===== config.mk =====
export PLATFORM = sky130hd
export DESIGN_NAME = stereo_rx
export DESIGN_NICKNAME = d
export VERILOG_FILES = /design/src/rtl/stereo_rx_pkg.sv /design/src/rtl/stereo_rx_sync.sv /design/src/rtl/stereo_rx_align.sv /design/src/rtl/stereo_rx_deser.sv /design/src/rtl/stereo_rx.sv
export SDC_FILE = /design/constraint.sdc
export NUM_CORES = 1
export LEC_CHECK = 0
export ABC_AREA = 1
export BUFFER_PORTS_ARGS = -buffer_cell sky130_fd_sc_hd__buf_2
export CAP_MARGIN = 10
export CORE_AREA = 2 2 108 68
export CTS_BUF_LIST = sky130_fd_sc_hd__clkbuf_8
export DETAILED_ROUTE_END_ITERATION = 8
export DIE_AREA = 0 0 110 70
export PLACE_DENSITY = 0.71
export SLEW_MARGIN = 20
export SYNTH_ARGS = -nofsm -noshare
export SYNTH_HDL_FRONTEND = slang
export SYNTH_SLANG_ARGS = --single-unit

===== constraint.sdc =====
create_clock -name clk -period 1.7 [get_ports clk]
set_clock_uncertainty 0.1 [all_clocks]
set_input_delay 0.17 -clock clk [delete_from_list [all_inputs] [get_ports clk]]
set_output_delay 0.17 -clock clk [all_outputs]
set_load 0.005 [all_outputs]

===== src/rtl/stereo_rx_pkg.sv =====
package stereo_rx_pkg;
  typedef enum logic {
    FMT_JUST  = 1'b0,
    FMT_DELAY = 1'b1
  } fmt_e;
endpackage


===== src/rtl/stereo_rx_sync.sv =====
module stereo_rx_sync #(
  parameter int WIDTH  = 3,
  parameter int STAGES = 2
) (
  input  logic             clk,
  input  logic             rst,
  input  logic [WIDTH-1:0] d,
  output logic [WIDTH-1:0] q
);
  logic [WIDTH-1:0] chain [STAGES];

  for (genvar g = 0; g < STAGES; g++) begin : g_stage
    if (g == 0) begin : g_first
      always_ff @(posedge clk) begin
        if (rst) chain[0] <= '0;
        else     chain[0] <= d;
      end
    end else begin : g_rest
      always_ff @(posedge clk) begin
        if (rst) chain[g] <= '0;
        else     chain[g] <= chain[g-1];
      end
    end
  end

  assign q = chain[STAGES-1];
endmodule


===== src/rtl/stereo_rx_align.sv =====
module stereo_rx_align
  import stereo_rx_pkg::*;
(
  input  logic clk,
  input  logic rst,
  input  logic bclk,
  input  logic fs,
  input  logic sdat,
  input  fmt_e mode_req,
  output logic bit_stb,
  output logic bit_first,
  output logic bit_left,
  output logic bit_val,
  output logic sw_edge
);
  logic bclk_q;
  logic fs_d;
  logic fs_seen;
  logic eff_q;
  logic eff_seen;
  fmt_e act_q;
  fmt_e mode_now;
  logic edge_w;
  logic fs_rise;
  logic eff;
  logic eff_ok;

  assign edge_w   = bclk & ~bclk_q;
  // a frame starts when frame sync rises between two sampled edges
  assign fs_rise  = edge_w & fs_seen & fs & ~fs_d;
  assign mode_now = fs_rise ? mode_req : act_q;

  // effective frame sync: delayed by one bit edge in the delayed alignment
  always_comb begin
    if (mode_now == FMT_DELAY) begin
      eff    = fs_d;
      eff_ok = fs_seen;
    end else begin
      eff    = fs;
      eff_ok = 1'b1;
    end
  end

  assign bit_stb   = edge_w & eff_ok;
  assign bit_first = bit_stb & eff_seen & (eff ^ eff_q);
  assign bit_left  = eff;
  assign bit_val   = sdat;
  assign sw_edge   = fs_rise & (mode_req != act_q);

  always_ff @(posedge clk) begin
    if (rst) begin
      bclk_q   <= 1'b0;
      fs_d     <= 1'b0;
      fs_seen  <= 1'b0;
      eff_q    <= 1'b0;
      eff_seen <= 1'b0;
      act_q    <= mode_req;
    end else begin
      bclk_q <= bclk;
      if (edge_w) begin
        fs_d    <= fs;
        fs_seen <= 1'b1;
        if (eff_ok) begin
          eff_q    <= eff;
          eff_seen <= 1'b1;
        end
        if (fs_rise) act_q <= mode_req;
      end
    end
  end
endmodule


===== src/rtl/stereo_rx_deser.sv =====
module stereo_rx_deser #(
  parameter int W = 16
) (
  input  logic         clk,
  input  logic         rst,
  input  logic         bit_stb,
  input  logic         bit_first,
  input  logic         bit_left,
  input  logic         bit_val,
  input  logic         sw_edge,
  output logic         pair_valid,
  output logic [W-1:0] pair_l,
  output logic [W-1:0] pair_r,
  output logic         word_err
);
  localparam int CW = $clog2(W + 1);
  localparam logic [CW-1:0] FULL = CW'(W);
  localparam logic [CW-1:0] LAST = CW'(W - 1);
  localparam logic [CW-1:0] ONE  = CW'(1);

  logic [W-1:0]  sh;
  logic [W-1:0]  left_q;
  logic [CW-1:0] cnt;
  logic          chan_left;
  logic          left_have;
  logic          busy;
  logic [W-1:0]  word_nx;

  assign busy    = (cnt != '0) && (cnt != FULL);
  assign word_nx = {sh[W-2:0], bit_val};

  always_ff @(posedge clk) begin
    if (rst) begin
      sh         <= '0;
      left_q     <= '0;
      cnt        <= '0;
      chan_left  <= 1'b0;
      left_have  <= 1'b0;
      pair_valid <= 1'b0;
      pair_l     <= '0;
      pair_r     <= '0;
      word_err   <= 1'b0;
    end else begin
      pair_valid <= 1'b0;
      word_err   <= 1'b0;
      if (bit_stb) begin
        if (bit_first) begin
          if (busy && !sw_edge) word_err <= 1'b1;
          sh        <= {{(W-1){1'b0}}, bit_val};
          cnt       <= ONE;
          chan_left <= bit_left;
          if (bit_left) left_have <= 1'b0;
        end else if (busy) begin
          sh  <= word_nx;
          cnt <= cnt + ONE;
          if (cnt == LAST) begin
            if (chan_left) begin
              left_q    <= word_nx;
              left_have <= 1'b1;
            end else if (left_have) begin
              pair_l     <= left_q;
              pair_r     <= word_nx;
              pair_valid <= 1'b1;
              left_have  <= 1'b0;
            end
          end
        end
      end
    end
  end
endmodule


===== src/rtl/stereo_rx.sv =====
module stereo_rx
  import stereo_rx_pkg::*;
#(
  parameter int WORD_W      = 16,
  parameter int SYNC_STAGES = 2
) (
  input  logic              clk,
  input  logic              rst,
  input  logic              mode_i2s,
  input  logic              ser_bclk,
  input  logic              ser_fs,
  input  logic              ser_dat,
  output logic              out_valid,
  output logic [WORD_W-1:0] out_left,
  output logic [WORD_W-1:0] out_right,
  output logic              out_err
);
  logic [2:0] ser_s;
  logic bit_stb, bit_first, bit_left, bit_val, sw_edge;
  fmt_e mode_req;

  assign mode_req = fmt_e'(mode_i2s);

  stereo_rx_sync #(.WIDTH(3), .STAGES(SYNC_STAGES)) u_sync (
    .clk (clk),
    .rst (rst),
    .d   ({ser_bclk, ser_fs, ser_dat}),
    .q   (ser_s)
  );

  stereo_rx_align u_align (
    .clk       (clk),
    .rst       (rst),
    .bclk      (ser_s[2]),
    .fs        (ser_s[1]),
    .sdat      (ser_s[0]),
    .mode_req  (mode_req),
    .bit_stb   (bit_stb),
    .bit_first (bit_first),
    .bit_left  (bit_left),
    .bit_val   (bit_val),
    .sw_edge   (sw_edge)
  );

  stereo_rx_deser #(.W(WORD_W)) u_deser (
    .clk        (clk),
    .rst        (rst),
    .bit_stb    (bit_stb),
    .bit_first  (bit_first),
    .bit_left   (bit_left),
    .bit_val    (bit_val),
    .sw_edge    (sw_edge),
    .pair_valid (out_valid),
    .pair_l     (out_left),
    .pair_r     (out_right),
    .word_err   (out_err)
  );
endmodule


==> out/qor.yml <==
setup_path:
  critPathCaptureType: "flip-flop"
  r2r_start: "u_align.bclk_q"
  crit_family: "simple AND/OR/NAND/NOR gates"
  cp-startpoint: "u_align.bclk_q"
  r2r_setup_slack_ns: -0.21
  arrival_ns: 2.08
  critPathMaxFanout: 8
  crit_type: "reg -> reg"
  path_cells: "inv_2, nand3_4, o21ai_4, buf_6, nand3_2, nand3_2, nand3_4, buf_12, nand2_8, clkinv_8, nor2_4, nor2_2"
  cp-start-kind: "flip-flop"
  path_buf_inv: 4
  required_ns: 1.87
  crit_slowest_cell: "dfxtp_2"
  reg2reg_depth: 12
  critical_path.max_stage_delay_ns: 0.33
  r2r-end: "u_deser.left_q[7]"
synth:
  ys_ff_latch: 84
  yosysWarnings: 0
  ys.flop_type: "dfxtp_1"
  syn_area_mm2: 0.003247
  avgSynthCellArea_um2: 8.057
  synthArstFlopShare_pct: 0
  synth_top_cell_by_area: "dfxtp_1"
  ys_seq_area_share_pct: 52.10
  syn_nets: 412
  netlist_top_cells_area: "dfxtp_1 51%, a21oi_1 8.6%, nand2_1 7.9%"
  synth_top_area_share_pct: 51.18
  synth_edf_count: 1
  ys_types: 28
  synth_cells: 403
clocking:
  cts_tree: "yes"
  htree_levels: 3
  cts-root-buf: "clkbuf_8"
  cts_buffer_depth: 2
  clkLatencyLatePin_ns: 0.37
  cts_made_buffers: 9
  clock-sinks: 84
  cts.clk_slew.worst_paths_ns: 0.09
layout:
  layout.nets: 486
  fin_area_mm2: 0.004578
  layout-drive-gt1-share_pct: 36.93
  diodes: 0
  syn2layout_area_growth_pct: 41.00
sta:
  post-route-period-util_pct: 112.5
  fin_tns_setup_ns: -11.50
  holdWs_ns: 0.02844
  setup_viol: 71
  slew_violations: 0
  period_needed_ns: 1.912
  worst_slew_pin_slew_ns: 0.4022
  max_slew_margin_pct: 73.09
  setup_ws_ns: -0.2123
  hold_viol: 0
  rsz0062_at_grt: "yes"
  max_freq_mhz: 522.9
detailed_routing:
  drc_errors: 0
  via_count: 3065
  finalWirelength_um: 9141
  dr.pass1.iters: 5
  drt-initial-drc-count: 262
  ant_nets: 0
  drt-wirelength-per-cell_um: 15.95
  drt-vias-per-instance: 5.349
power:
  ir_drop_mv: 0.5170
  p_leak_uw: 0.001764
  cellPowerDensity_mw_per_mm2: 817.8
  p_total_uw: 3744
worst_hold_path:
  hp-start: "mode_i2s"
  whs_endpoint: "u_align.act_q"
  holdPathStages: 3
  hp-class: "in -> reg"
run_status:
  status: "complete, but fails checks"
  violations: "setup timing"
placed_design:
  dpl.hpwl_um: 5212
  gp_congestion: 0.8335
  placed_area_mm2: 0.003699
  port_buffers: 39
floorplanning:
  die_area_mm2: 0.007700
  die_w_um: 110
  row_count: 24
  fp.dieH_um: 70
  core_mm2: 0.006877
  num_io_pins: 40
  start_util_pct: 47.22
global_routing:
  grt_max_degree: 36
  grt_overflow: 0
  grt_usage_pct: 23.42
  antenna_found_initial: 0
  grt_pass1_vias: 2845
  grt_pass1_wl_um: 13920
run:
  maxCapViolCount: 0
[stage by stage]
stage               setup slack [ns]  utilization [%]  instances
global route                 -0.3009            66.58        573
floorplan                 -0.0008156                -        403
CTS                          -0.1869            62.43        565
detailed placement           -0.2588            53.78        531
finish                       -0.2123            66.58        573
global placement             -0.1532            53.78        531
[per-layer routing]
layer	wire length, um	track usage, %
met1	4113	32.96
met2	4199	34.76
met3	686	7.283
met4	142	6.188
met5	0	0
[cells in the mapped netlist, types with 2 or more instances]
cell      count
o22ai_1       2
clkbuf_1     13
nor2_1       44
nand4_1      32
dfxtp_1      83
nand2_2       3
xor2_1        2
nand3_2       4
ha_1          3
nor2_2        2
inv_1        23
buf_4         2
a21oi_1      56
o21ai_0      18
nand2_1      68
inv_2         3
buf_2        12
nand3_1      23
[what timing repair did]
item                       4_1_cts  5_1_grt
setup buffers                    9        4
hold buffers                     5        0
gates resized for setup         54       57
setup endpoints to repair       72       73
pin swaps                       17       42
hold endpoints to repair         7        0
cloned                           4        4
[tightest hold or removal path, delay by kind of cell]
| family | cells | cell delay [ns] |
|---|---|---|
| AOI/OAI and AO/OA | 1 | 0.07 |
| buffers and inverters | 1 | 0.09 |
| and+or+nand+nor | 1 | 0.05 |
[cell usage in the layout (no fill, tap or decap), types with 3 or more instances in the layout]
| cell type | Yosys | layout |
|---|---|---|
| clkbuf_8 | 0 | 9 |
| buf_4 | 2 | 23 |
| dfxtp_1 | 83 | 77 |
| inv_1 | 23 | 22 |
| nand3_2 | 4 | 6 |
| nand4_1 | 32 | 32 |
| nor2_4 | 1 | 8 |
| nor2_2 | 2 | 11 |
| nand2_1 | 68 | 55 |
| o21ai_2 | 1 | 5 |
| buf_12 | 0 | 8 |
| dlygate4sd3_1 | 0 | 5 |
| nand2_2 | 3 | 11 |
| clkinvlp_4 | 0 | 3 |
| nor2_1 | 44 | 28 |
| a21oi_2 | 0 | 10 |
| buf_2 | 12 | 39 |
| buf_6 | 1 | 7 |
| nand2_4 | 0 | 7 |
| o21ai_1 | 0 | 11 |
| nand3_1 | 23 | 18 |
| a21oi_1 | 56 | 46 |
| dfxtp_2 | 0 | 4 |
| clkbuf_16 | 0 | 3 |
| nand3_4 | 1 | 4 |
[worst max path at each step]
stage | cells after the start | to
2_1_floorplan | 9 | u_deser.left_q[10]
3_3_place_gp | 11 | u_deser.left_q[14]
3_5_place_dp | 10 | u_deser.left_q[1]
4_1_cts | 12 | u_deser.pair_l[3]
5_1_grt | 13 | u_deser.left_q[7]
6_report | 12 | u_deser.left_q[7]
[logic make-up after synthesis]
kind of cell / share of synthesized area (%)
AND/OR/NAND/NOR: 26.32
flip-flops: 52.10
AO/OA/AOI/OAI: 12.33
buffers and inverters: 7.283
XOR/XNOR: 0.8094
adder cells (fa/ha/maj): 1.156
[registers in the layout (all words and copies together) (netlist names)]
signal and flops:
u_deser.left_have 1, u_align.fs_d 1, u_deser.cnt 5, u_align.bclk_q 1, u_deser.chan_left 1, u_align.eff_seen 1, u_deser.word_err 1, u_deser.left_q 16
u_align.act_q 1, u_align.fs_seen 1, u_deser.pair_l 16, u_align.eff_q 1, u_deser.pair_r 16, u_deser.sh 15, u_sync.chain 6, u_deser.pair_valid 1
[area by class of cell]
cell class | count | area, um^2
Timing Repair inverter | 1 | 11.26
Inverter | 27 | 116.4
Fill cell | 551 | 2298
Multi-Input combinational cell | 267 | 1637
Clock inverter | 7 | 97.59
Timing Repair Buffer | 87 | 774.5
Clock buffer | 9 | 123.9
Sequential cell | 84 | 1704
Tap cell | 91 | 113.9
[where the power goes]
part,internal (uW),switching (uW)
Combinational,65.6,99.0
Clock,832,758
Sequential,1980,9.76
Note: power is estimated with default switching activity, not from simulation.
